**config.mk**
```make
export PLATFORM = sky130hd
export DESIGN_NAME = qr_read_align
export DESIGN_NICKNAME = d
export VERILOG_FILES = /design/src/rtl/qra_pkg.sv /design/src/rtl/qra_slip_lane.sv /design/src/rtl/qra_lat_match.sv /design/src/rtl/qra_valid_pipe.sv /design/src/rtl/qr_read_align.sv
export SDC_FILE = /design/constraint.sdc
export NUM_CORES = 2
export LEC_CHECK = 0
export BUFFER_PORTS_ARGS = -buffer_cell sky130_fd_sc_hd__buf_2
export CAP_MARGIN = 20
export CORE_ASPECT_RATIO = 0.6
export CORE_MARGIN = 2
export CORE_UTILIZATION = 30
export CTS_CLUSTER_SIZE = 14
export DETAILED_ROUTE_END_ITERATION = 12
export RECOVER_POWER = 25
export SYNTH_ARGS = -nofsm -noshare
export SYNTH_HDL_FRONTEND = slang
export SYNTH_SLANG_ARGS = --single-unit
```
**constraint.sdc**
```tcl
create_clock -name clk -period 7.4 [get_ports clk]
set_input_delay 1.48 -clock clk [delete_from_list [all_inputs] [get_ports clk]]
set_output_delay 1.48 -clock clk [all_outputs]
set_load 0.01 [all_outputs]
```
**src/rtl/qra_pkg.sv**
```systemverilog
package qra_pkg;
   localparam int BEATS = 4;

   typedef enum logic [2:0] {
      S_IDLE,
      S_ALIGN,
      S_DRAIN,
      S_PROBE,
      S_MEASURE,
      S_EQUAL,
      S_DONE
   } cal_state_t;
endpackage

```
**src/rtl/qra_slip_lane.sv**
```systemverilog
module qra_slip_lane #(
   parameter int BEAT_W      = 8,
   parameter int MATCH_COUNT = 3,
   parameter int SETTLE_INIT = 19
) (
   input  logic                         clk,
   input  logic                         rst_n,
   input  logic                         clr,
   input  logic                         align_en,
   input  logic [qra_pkg::BEATS*BEAT_W-1:0] raw,
   input  logic [qra_pkg::BEATS*BEAT_W-1:0] expect_w,
   output logic [qra_pkg::BEATS*BEAT_W-1:0] aligned,
   output logic                         locked,
   output logic                         fail,
   output logic [1:0]                   slip
);
   localparam int WORD_W = qra_pkg::BEATS * BEAT_W;
   localparam int SW     = $clog2(SETTLE_INIT + 1);
   localparam int MW     = $clog2(MATCH_COUNT + 1);

   logic [WORD_W-1:0]   prev_q;
   logic [WORD_W-1:0]   aligned_q;
   logic [2*WORD_W-1:0] win;
   logic [1:0]          slip_q;
   logic [SW-1:0]       settle_q;
   logic [MW-1:0]       match_q;
   logic                locked_q;
   logic                fail_q;

   // older word in the low half: window index 0 is the earliest beat
   assign win = {raw, prev_q};

   always_ff @(posedge clk) begin
      if (!rst_n) begin
         prev_q    <= '0;
         aligned_q <= '0;
      end else begin
         prev_q    <= raw;
         aligned_q <= win[slip_q*BEAT_W +: WORD_W];
      end
   end

   always_ff @(posedge clk) begin
      if (!rst_n) begin
         slip_q   <= '0;
         settle_q <= '0;
         match_q  <= '0;
         locked_q <= 1'b0;
         fail_q   <= 1'b0;
      end else if (clr) begin
         slip_q   <= '0;
         settle_q <= SW'(SETTLE_INIT);
         match_q  <= '0;
         locked_q <= 1'b0;
         fail_q   <= 1'b0;
      end else if (align_en && !locked_q && !fail_q) begin
         if (settle_q != '0) begin
            settle_q <= settle_q - 1'b1;
         end else if (aligned_q == expect_w) begin
            if (match_q == MW'(MATCH_COUNT - 1)) begin
               locked_q <= 1'b1;
               match_q  <= '0;
            end else begin
               match_q <= match_q + 1'b1;
            end
         end else begin
            match_q <= '0;
            if (slip_q == 2'd3) begin
               fail_q <= 1'b1;
            end else begin
               slip_q   <= slip_q + 2'd1;
               settle_q <= SW'(1);
            end
         end
      end
   end

   assign aligned = aligned_q;
   assign locked  = locked_q;
   assign fail    = fail_q;
   assign slip    = slip_q;

   // a shift count at its last position is held until a restart
   p_slip_sat_r5: assert property (@(posedge clk) disable iff (!rst_n)
      (slip_q == 2'd3 && !clr) |=> (slip_q == 2'd3));

   // lock is only reached on a cycle that compared equal
   p_lock_match_r3: assert property (@(posedge clk) disable iff (!rst_n)
      $rose(locked_q) |-> $past(aligned_q == expect_w));

   // lock and failure exclude each other
   p_lock_fail_excl_r4: assert property (@(posedge clk) disable iff (!rst_n)
      !(locked_q && fail_q));
endmodule

```
**src/rtl/qra_lat_match.sv**
```systemverilog
module qra_lat_match #(
   parameter int GROUPS    = 4,
   parameter int WORD_W    = 32,
   parameter int LAT_W     = 5,
   parameter int DLY_DEPTH = 4
) (
   input  logic                     clk,
   input  logic                     rst_n,
   input  logic                     clr,
   input  logic                     meas_en,
   input  logic                     latch_eq,
   input  logic [LAT_W-1:0]         cnt,
   input  logic [WORD_W-1:0]        expect_w,
   input  logic [GROUPS*WORD_W-1:0] aligned_bus,
   output logic                     all_seen,
   output logic [LAT_W-1:0]         common_lat,
   output logic                     skew_err,
   output logic [GROUPS*WORD_W-1:0] dout_bus
);
   localparam int DW = (DLY_DEPTH > 0) ? $clog2(DLY_DEPTH + 1) : 1;

   logic [GROUPS-1:0] seen_q;
   logic [LAT_W-1:0]  meas_q [GROUPS];
   logic [DW-1:0]     dsel_q [GROUPS];
   logic [LAT_W-1:0]  max_c;
   logic [LAT_W-1:0]  common_q;
   logic              skew_q;
   logic              eq_done_q;
   logic [GROUPS-1:0] over_c;

   always_comb begin
      max_c = '0;
      for (int g = 0; g < GROUPS; g++) begin
         if (meas_q[g] > max_c) max_c = meas_q[g];
      end
   end

   always_comb begin
      for (int g = 0; g < GROUPS; g++) begin
         over_c[g] = (max_c - meas_q[g]) > LAT_W'(DLY_DEPTH);
      end
   end

   always_ff @(posedge clk) begin
      if (!rst_n) begin
         common_q  <= '0;
         skew_q    <= 1'b0;
         eq_done_q <= 1'b0;
      end else if (clr) begin
         common_q  <= '0;
         skew_q    <= 1'b0;
         eq_done_q <= 1'b0;
      end else if (latch_eq) begin
         common_q  <= max_c;
         skew_q    <= |over_c;
         eq_done_q <= 1'b1;
      end
   end

   for (genvar g = 0; g < GROUPS; g++) begin : g_grp
      logic [WORD_W-1:0] a_w;
      logic [WORD_W-1:0] d_w;
      assign a_w = aligned_bus[g*WORD_W +: WORD_W];

      always_ff @(posedge clk) begin
         if (!rst_n) begin
            seen_q[g] <= 1'b0;
            meas_q[g] <= '0;
            dsel_q[g] <= '0;
         end else if (clr) begin
            seen_q[g] <= 1'b0;
            meas_q[g] <= '0;
            dsel_q[g] <= '0;
         end else begin
            if (meas_en && !seen_q[g] && a_w == expect_w) begin
               seen_q[g] <= 1'b1;
               meas_q[g] <= cnt;
            end
            if (latch_eq) begin
               dsel_q[g] <= over_c[g] ? '0 : DW'(max_c - meas_q[g]);
            end
         end
      end

      if (DLY_DEPTH == 0) begin : g_nodly
         assign d_w = a_w;
      end else begin : g_dly
         logic [WORD_W-1:0] dl_q [1:DLY_DEPTH];
         always_ff @(posedge clk) begin
            if (!rst_n) begin
               for (int k = 1; k <= DLY_DEPTH; k++) dl_q[k] <= '0;
            end else begin
               dl_q[1] <= a_w;
               for (int k = 2; k <= DLY_DEPTH; k++) dl_q[k] <= dl_q[k-1];
            end
         end
         always_comb begin
            d_w = a_w;
            for (int k = 1; k <= DLY_DEPTH; k++) begin
               if (dsel_q[g] == DW'(k)) d_w = dl_q[k];
            end
         end
      end

      assign dout_bus[g*WORD_W +: WORD_W] = d_w;

      // each group's added delay plus its own latency gives the common one
      p_tap_sum_r7: assert property (@(posedge clk) disable iff (!rst_n)
         (eq_done_q && !skew_q) |-> (LAT_W'(dsel_q[g]) + meas_q[g] == common_q));
   end

   assign all_seen   = &seen_q;
   assign common_lat = common_q;
   assign skew_err   = skew_q;
endmodule

```
**src/rtl/qra_valid_pipe.sv**
```systemverilog
module qra_valid_pipe #(
   parameter int MAX_LAT = 16,
   parameter int LAT_W   = 5
) (
   input  logic             clk,
   input  logic             rst_n,
   input  logic             en,
   input  logic [LAT_W-1:0] lat,
   input  logic             issue,
   output logic             valid
);
   logic [MAX_LAT-1:0] sr_q;
   logic               tap_c;

   always_ff @(posedge clk) begin
      if (!rst_n || !en) sr_q <= '0;
      else               sr_q <= {sr_q[MAX_LAT-2:0], issue};
   end

   always_comb begin
      tap_c = 1'b0;
      for (int k = 1; k <= MAX_LAT; k++) begin
         if (lat == LAT_W'(k)) tap_c = sr_q[k-1];
      end
   end

   assign valid = en && tap_c;

   // a strobe leaves the pipeline only while it is enabled
   p_valid_en_r9: assert property (@(posedge clk) disable iff (!rst_n)
      valid |-> en);
endmodule

```
**src/rtl/qr_read_align.sv**
```systemverilog
module qr_read_align #(
   parameter int GROUPS      = 4,
   parameter int BEAT_W      = 8,
   parameter int MATCH_COUNT = 3,
   parameter int MAX_LAT     = 16,
   parameter int DLY_DEPTH   = 4
) (
   input  logic                                      clk,
   input  logic                                      rst_n,
   input  logic                                      cal_start,
   input  logic [qra_pkg::BEATS*BEAT_W-1:0]          pattern,
   input  logic [GROUPS*qra_pkg::BEATS*BEAT_W-1:0]   raw_data,
   input  logic                                      rd_issue,
   output logic                                      cal_rd_en,
   output logic [GROUPS-1:0]                         grp_locked,
   output logic [GROUPS-1:0]                         grp_fail,
   output logic [2*GROUPS-1:0]                       grp_slip,
   output logic [$clog2(MAX_LAT+1)-1:0]              common_lat,
   output logic                                      cal_done,
   output logic                                      cal_err,
   output logic                                      rd_valid,
   output logic [GROUPS*qra_pkg::BEATS*BEAT_W-1:0]   dout
);
   import qra_pkg::*;

   localparam int WORD_W      = BEATS * BEAT_W;
   localparam int BUS_W       = GROUPS * WORD_W;
   localparam int LAT_W       = $clog2(MAX_LAT + 1);
   localparam int SETTLE_INIT = MAX_LAT + 3;
   localparam int DRAIN_CYC   = MAX_LAT + 3;
   localparam int CW          = $clog2(DRAIN_CYC + 1);

   if (GROUPS < 1)               begin : g_chk_groups $error("GROUPS must be at least 1"); end
   if (BEAT_W < 1)               begin : g_chk_beat   $error("BEAT_W must be at least 1"); end
   if (MATCH_COUNT < 1)          begin : g_chk_match  $error("MATCH_COUNT must be at least 1"); end
   if (MAX_LAT < 4)              begin : g_chk_lat    $error("MAX_LAT must be at least 4"); end
   if (DLY_DEPTH >= MAX_LAT)     begin : g_chk_dly    $error("DLY_DEPTH must be below MAX_LAT"); end

   cal_state_t          st_q;
   logic [CW-1:0]       cnt_q;
   logic [LAT_W-1:0]    lcnt_q;
   logic                err_q;
   logic                clr;
   logic                align_en;
   logic [GROUPS-1:0]   lk;
   logic [GROUPS-1:0]   fl;
   logic [BUS_W-1:0]    aligned_bus;
   logic                all_seen;
   logic                skew_err;
   logic [LAT_W-1:0]    common_c;

   assign clr      = cal_start && (st_q == S_IDLE || st_q == S_DONE);
   assign align_en = (st_q == S_ALIGN);

   for (genvar g = 0; g < GROUPS; g++) begin : g_lane
      qra_slip_lane #(
         .BEAT_W      (BEAT_W),
         .MATCH_COUNT (MATCH_COUNT),
         .SETTLE_INIT (SETTLE_INIT)
      ) u_lane (
         .clk      (clk),
         .rst_n    (rst_n),
         .clr      (clr),
         .align_en (align_en),
         .raw      (raw_data[g*WORD_W +: WORD_W]),
         .expect_w (pattern),
         .aligned  (aligned_bus[g*WORD_W +: WORD_W]),
         .locked   (lk[g]),
         .fail     (fl[g]),
         .slip     (grp_slip[2*g +: 2])
      );
   end

   always_ff @(posedge clk) begin
      if (!rst_n) begin
         st_q   <= S_IDLE;
         cnt_q  <= '0;
         lcnt_q <= '0;
         err_q  <= 1'b0;
      end else begin
         case (st_q)
            S_IDLE, S_DONE: begin
               if (cal_start) begin
                  st_q  <= S_ALIGN;
                  err_q <= 1'b0;
               end
            end
            S_ALIGN: begin
               if (&(lk | fl)) begin
                  cnt_q <= '0;
                  if (|fl) begin
                     err_q <= 1'b1;
                     st_q  <= S_DONE;
                  end else begin
                     st_q <= S_DRAIN;
                  end
               end
            end
            S_DRAIN: begin
               if (cnt_q == CW'(DRAIN_CYC - 1)) st_q <= S_PROBE;
               else                             cnt_q <= cnt_q + 1'b1;
            end
            S_PROBE: begin
               lcnt_q <= LAT_W'(1);
               st_q   <= S_MEASURE;
            end
            S_MEASURE: begin
               if (all_seen) begin
                  st_q <= S_EQUAL;
               end else if (lcnt_q == LAT_W'(MAX_LAT)) begin
                  err_q <= 1'b1;
                  st_q  <= S_DONE;
               end else begin
                  lcnt_q <= lcnt_q + 1'b1;
               end
            end
            S_EQUAL: st_q <= S_DONE;
            default: st_q <= S_IDLE;
         endcase
      end
   end

   qra_lat_match #(
      .GROUPS    (GROUPS),
      .WORD_W    (WORD_W),
      .LAT_W     (LAT_W),
      .DLY_DEPTH (DLY_DEPTH)
   ) u_match (
      .clk         (clk),
      .rst_n       (rst_n),
      .clr         (clr),
      .meas_en     (st_q == S_MEASURE),
      .latch_eq    (st_q == S_EQUAL),
      .cnt         (lcnt_q),
      .expect_w    (pattern),
      .aligned_bus (aligned_bus),
      .all_seen    (all_seen),
      .common_lat  (common_c),
      .skew_err    (skew_err),
      .dout_bus    (dout)
   );

   qra_valid_pipe #(
      .MAX_LAT (MAX_LAT),
      .LAT_W   (LAT_W)
   ) u_valid (
      .clk   (clk),
      .rst_n (rst_n),
      .en    (cal_done && !cal_err),
      .lat   (common_c),
      .issue (rd_issue),
      .valid (rd_valid)
   );

   assign cal_rd_en  = (st_q == S_ALIGN) || (st_q == S_PROBE);
   assign grp_locked = lk;
   assign grp_fail   = fl;
   assign common_lat = common_c;
   assign cal_done   = (st_q == S_DONE);
   assign cal_err    = err_q || skew_err;

   // the probe read lasts a single cycle
   p_probe_single_r6: assert property (@(posedge clk) disable iff (!rst_n)
      (st_q == S_PROBE) |=> !cal_rd_en);

   // a finished calibration holds until restarted
   p_done_hold_r11: assert property (@(posedge clk) disable iff (!rst_n)
      (cal_done && !cal_start) |=> cal_done);

   // no valid strobe unless calibration ended cleanly
   p_valid_ok_r9: assert property (@(posedge clk) disable iff (!rst_n)
      rd_valid |-> (cal_done && !cal_err));

   // a failed group always ends in an error
   p_fail_err_r4: assert property (@(posedge clk) disable iff (!rst_n)
      (cal_done && |grp_fail) |-> cal_err);
endmodule

```
Word-level counts from Yosys, hierarchy flattened

Memories as Yosys holds them, arrays and structs flattened.
Index checks and enable logic that the tools add are counted.

Memory bits (writable): 544
Output and inout port bits: 153
Bits in registers: 340
Word-level logic and storage cells: 430
Input port bits: 164
Memories kept: 6

Memory list:

| memory                      | depth | bits a word | read ports | clocked after Yosys merged registers in | wr ports | line                | text |
|---|---|---|---|---|---|---|---|
| u_match.g_grp[0].g_dly.dl_q | 4     | 32          | 4          | 0                                       | 4        | qra_lat_match.sv:88 | `logic [WORD_W-1:0] dl_q [1:DLY_DEPTH];` |
| u_match.g_grp[1].g_dly.dl_q | 4     | 32          | 4          | 0                                       | 4        | qra_lat_match.sv:88 |  |
| u_match.g_grp[2].g_dly.dl_q | 4     | 32          | 4          | 0                                       | 4        | qra_lat_match.sv:88 |  |
| u_match.g_grp[3].g_dly.dl_q | 4     | 32          | 4          | 0                                       | 4        | qra_lat_match.sv:88 |  |
| u_match.meas_q              | 4     | 5           | 4          | 0                                       | 4        | qra_lat_match.sv:23 | `logic [LAT_W-1:0] meas_q [GROUPS];` |
| u_match.dsel_q              | 4     | 3           | 4          | 0                                       | 4        | qra_lat_match.sv:24 | `logic [DW-1:0] dsel_q [GROUPS];` |

Bitwise gates (word level): 46
Equal/unequal tests: 77
Reduce and logical (&&, ||, !) cells: 84
$add $sub $neg: 18
$lt $le $gt $ge: 8
Shift operators: 4
Muxes and demuxes: 144

Operators with widths:

| cell                                                                             | number |
|---|---|
| 32-bit two-way mux                                                               | 32 |
| 64-bit by 6-bit indexed part select with 32-bit output                           | 4 |
| 5-bit two-way mux                                                                | 36 |
| 32-bit equality test                                                             | 4 |
| 4-bit AND reduction                                                              | 15 |
| 3-bit two-way mux                                                                | 18 |
| 1-bit two-way mux                                                                | 46 |
| 5-bit by 4-bit equality test with 1-bit output (second input constant)           | 8 |
| 1-bit bitwise OR                                                                 | 32 |
| 3-bit by 2-bit equality test with 1-bit output (second input constant)           | 10 |
| 3-bit AND reduction                                                              | 10 |
| 3-bit by 2-bit != test with 1-bit output (second input constant)                 | 8 |
| 3-bit equality test (second input constant)                                      | 7 |
| 5-bit by 3-bit equality test with 1-bit output (second input constant)           | 4 |
| 5-bit by 3-bit greater-than comparator with 1-bit output (second input constant) | 4 |
| 5-bit case mux with 2 select lines                                               | 2 |
| 5-bit nonzero test                                                               | 4 |
| 5-bit by 1-bit subtractor with 5-bit output (second input constant)              | 4 |
| 5-bit subtractor                                                                 | 4 |
| 1-bit logical AND                                                                | 19 |
| 3-bit case mux with 6 select lines                                               | 1 |
| 2-bit by 1-bit adder with 2-bit output (second input constant)                   | 8 |
| 2-bit equality test (second input constant)                                      | 8 |
| 2-bit two-way mux                                                                | 8 |
| other kinds (22)                                                                 | 85 |

Logic depth before layout (Yosys ltp)

Word-level depth: 18
Mapped depth: 27

By module

A second synthesis with hierarchy kept.

Cells, all modules: 3763
Area, all modules: 38105.3 µm²

By module, submodules not included:

| module         | area each (µm²) | cells an instance | seq. area each (µm²) | instances |
|---|---|---|---|---|
| qra_lat_match  | 23009.6         | 2427              | 11410.9              | 1 |
| qra_slip_lane  | 3370.7          | 287               | 1501.4               | 4 |
| qr_read_align  | 957.2           | 123               | 280.3                | 1 |
| qra_valid_pipe | 655.6           | 65                | 320.3                | 1 |

Worst setup path after synthesis

No wires, ideal clock.

Path kind: flip-flop to flip-flop
From: mem u_match.meas_q[1][4], in the netlist u_match.meas_q[0][9]
To: reg u_match.skew_q, in the netlist u_match.skew_err
Data required time: 7274 ps
Buffers on the path: 0
Arrival: 6169 ps
Setup slack: 1105 ps
Stages on the path, launching flop included: 26
Period minus slack after synthesis: 6295 ps
Cells stage by stage: edfxtp_1 -> ha_1 -> and3_2 -> o21ai_2 -> a32oi_1 -> mux2i_1 -> ha_1 -> and3b_1 -> a211oi_2 -> o21ai_0 -> o21ai_1 -> mux2_2 -> ha_1 -> nor2b_1 -> o21ai_0 -> a32oi_1 -> mux2i_1 -> ha_1 -> inv_1 -> fa_1 -> a21o_1 -> a21oi_1 -> xnor2_1 -> or4_4 -> a2111oi_4 -> a21oi_1

RTL lines:

| what                 | line                | text |
|---|---|---|
| start, declared      | qra_lat_match.sv:23 |  |
| end signal, assigned | qra_lat_match.sv:55 | `skew_q <= \|over_c;` |
| end, declared        | qra_lat_match.sv:27 | `logic skew_q;` |

==> impl_metrics.env <==
export IMPL_critPathMaxStageDelay_ns=0.51
export IMPL_rsz0062_at_grt="no"
export IMPL_synth_xor_area_share_pct=3.86
export IMPL_post_route_cells_drive_above_1_share_pct=17.6
export IMPL_tightest_slew_ns=4.40
export IMPL_cts_inserted_buffers=89
export IMPL_layout_commonest_cell="dfxtp_1"
export IMPL_finalSetupViolations=0
export IMPL_power_per_cell_area_nw_per_um2=328
export IMPL_core_um2=119000
export IMPL_route_detailed_drc=0
export IMPL_clkLatencyLatePin_ns=0.69
export IMPL_seqCellArea_um2=18000
export IMPL_gp_congestion=0.808
export IMPL_drtPass1Iterations=7
export IMPL_outcome="complete, but fails checks"
export IMPL_first_global_vias=23900
export IMPL_fin_area_um2=42200
export IMPL_area_delta_synth_final_pct=16.8
export IMPL_clockRootBuffer="clkbuf_16"
export IMPL_viasPerCell=4.68
export IMPL_total_power_mw=13.8
export IMPL_max_cap_viol_count=4
export IMPL_maxSlewHeadroom_pct=-193
export IMPL_finalWirelength_mm=110
export IMPL_grt_usage_pct=17.5
export IMPL_die_width_um=452
export IMPL_fp_dieArea_um2=123000
export IMPL_criticalPathCategory="flip-flop to flip-flop"
export IMPL_synth_fp_nets=3743
export IMPL_vias=25400
export IMPL_ant_nets=0
export IMPL_cp_start_kind="flip-flop"
export IMPL_gr_total_overflow=0
export IMPL_finalWorstSetupSlack_ns=0.575
export IMPL_end_kind="flip-flop"
export IMPL_period_share_pct=92.2
export IMPL_synth_compound_area_share_pct=8.65
export IMPL_die_y_um=273
export IMPL_grt_start_max_net_pins=277
export IMPL_yosysTopAreaCellShare_pct=47.2
export IMPL_post_cts_setup_buffers=0
export IMPL_pre_cts_slack_ns=0.438
export IMPL_initial_core_util_pct=30.3
export IMPL_fin_skew_ns=0.0155
export IMPL_peakVddDrop_mv=0.189
export IMPL_clkTransAtPathRegs_ns=0.07
export IMPL_yosys_area_share_simple_pct=20.9
export IMPL_leakage_nw=16.8
export IMPL_path_max_fanout=7
export IMPL_synthCells=3531
export IMPL_hp_class="flip-flop to flip-flop"
export IMPL_synth_top_cells_by_area="dfxtp_1 47%, and2_1 14%, mux4_2 8.0%"
export IMPL_synth_edf_count=32
export IMPL_htree_levels=3
export IMPL_syn_cell_area_um2=36100
export IMPL_grt_antenna_before_repair=35
export IMPL_multiInputGateArea_um2=17100
export IMPL_cts_tree="yes"
export IMPL_grt_pass1_wl_mm=161
export IMPL_synth_fa_ha_area_share_pct=1.75
export IMPL_finalHoldViolations=0
export IMPL_first_iter_violations=1802
export IMPL_yosys_area_top_type="dfxtp_1"
export IMPL_post_drt_wl_per_cell_um=20.2
export IMPL_top_level_ports=317
export IMPL_synth_ff_type="dfxtp_1"
export IMPL_yosys_mux_area_fraction_pct=12.0
export IMPL_synth_top_family_by_area="simple AND/OR/NAND/NOR gates"
export IMPL_crit_top_cell="ha_1"
export IMPL_finalSetupTns_ns=0
export IMPL_synth_seq_cells=884
export IMPL_n_fill_cell=12000
export IMPL_arrival_ns=7.39
export IMPL_synth_cell_type_count=63
export IMPL_dpl_cell_area_um2=39200
export IMPL_yosysSeqAreaShare_pct=49.9
export IMPL_row_count=98
export IMPL_dpl_hpwl_mm=78.8
export IMPL_async_reset_ff_share_pct=0
export IMPL_worst_path_max_delay_cell="or4_4"
export IMPL_clock_sinks=884
export IMPL_cts_path_max_buffers=3
export IMPL_final_cell_mix="845 x dfxtp_1, 727 x and2_1, 315 x buf_2"
export IMPL_slew_viol_final=432
export IMPL_ys_warn_count=0
export IMPL_worstPathRequired_ns=7.97
export IMPL_fin_nets=3952
export IMPL_finalCriticalPeriod_ns=6.83
export IMPL_port_buffers=316
export IMPL_synth_avg_cell_area_um2=10.2
export IMPL_violations="max-capacitance violations, max-slew violations"
export IMPL_fmax_mhz=147
## registers in the layout, indices dropped and copies added (netlist names)
| register | cells |
|---|---|
| cnt_q | 5 |
| err_q | 1 |
| g_lane.u_lane.aligned | 128 |
| g_lane.u_lane.fail | 4 |
| g_lane.u_lane.locked | 4 |
| g_lane.u_lane.match_q | 8 |
| g_lane.u_lane.prev_q | 128 |
| g_lane.u_lane.settle_q | 20 |
| g_lane.u_lane.slip | 8 |
| lcnt_q | 5 |
| st_q | 3 |
| u_match.common_lat | 5 |
| u_match.dsel_q | 12 |
| u_match.g_grp.g_dly.dl_q | 512 |
| u_match.meas_q | 20 |
| u_match.seen_q | 4 |
| u_match.skew_err | 1 |
| u_valid.sr_q | 16 |
## synth_stat cells (12+ instances only)
library cell	instances
mux4_2	129
nor2_1	225
nor3_1	31
o21ai_0	160
clkbuf_1	203
or3_1	12
a211oi_1	134
buf_1	27
mux2i_1	136
ha_1	44
nor3b_1	15
dfxtp_1	852
edfxtp_1	32
nand4_1	15
inv_1	45
xor2_1	142
and2_1	798
a21oi_1	177
nand3_1	17
nand2_1	175
xnor2_1	17
nor4_1	35
## metrics by stage
step	instances	hold WS [ns]	util [%]
global placement	5249	0.432	32.8
floorplan	3531	0.424	-
detailed placement	5249	0.437	32.8
CTS	5415	0.441	35.3
finish	5426	0.446	35.3
global route	5418	0.456	35.3
## worst max-delay path: cells and delay by family, from the launching register on
family                   cells  cell delay, ns
AND/OR/NAND/NOR              4            1.11
flip-flops                   1            0.44
AO/OA/AOI/OAI               12            2.58
multiplexers                 2            0.66
adder cells (fa/ha/maj)      5            1.53
XOR/XNOR                     1            0.14
buffers and inverters        2            0.23
## cell families after synthesis
logic type,count (synthesis)
and+or+nand+nor,1364
DFF,884
AOI/OAI and AO/OA,522
buffers and inverters,284
muxes,270
xor gates and xnor gates,159
adders and majority gates,48
## per-layer routing
layer / GRT usage, % / vias to the layer above / share of wire [%]
met5: 0 / - / 0.084
li1: - / 12500 / -
met1: 24.9 / 12100 / 48
met3: 4.00 / 209 / 5.4
met2: 26.2 / 574 / 43
met4: 5.62 / 14 / 3.3
## final timing paths
path,from,to,slack [ns],depth (start not counted)
worst max-delay path,u_match.meas_q[0][9]$_SDFFCE_PN0P_,u_match.skew_err$_SDFFE_PP0P_,0.57,26
worst min-delay path,u_match.g_grp[3].g_dly.dl_q[0][38]$_SDFF_PN0_,u_match.g_grp[3].g_dly.dl_q[0][70]$_SDFF_PN0_,0.45,1
worst max register to register,u_match.meas_q[0][9]$_SDFFCE_PN0P_,u_match.skew_err$_SDFFE_PP0P_,0.57,26
worst min register to register,u_match.g_grp[3].g_dly.dl_q[0][38]$_SDFF_PN0_,u_match.g_grp[3].g_dly.dl_q[0][70]$_SDFF_PN0_,0.45,1
## area by class of cell
cell class,count,area share [%]
sequential,884,42.7
multi-input combinational,2363,40.5
clock buffer,129,6.24
tap,1600,4.75
timing repair buffer,356,4.44
clock inverter,37,0.902
inverter,46,0.409
antenna,11,0.0653
## power breakdown
part           internal (mW)  leakage [nW]  switching (mW)
Combinational           1.59          8.03            2.25
Sequential              5.05          7.29           0.247
Clock                   2.66          1.50            2.01
Total                   9.31          16.8            4.51
## repair_timing
| action | 4_1_cts | 5_1_grt |
|---|---|---|
| gates resized for setup | 0 | 2 |
| hold buffers | 0 | 0 |
| hold endpoints to repair | 0 | 0 |
| endpoints found under the setup margin | 0 | 1 |
No activity file was read; power rests on OpenSTA's default activity.
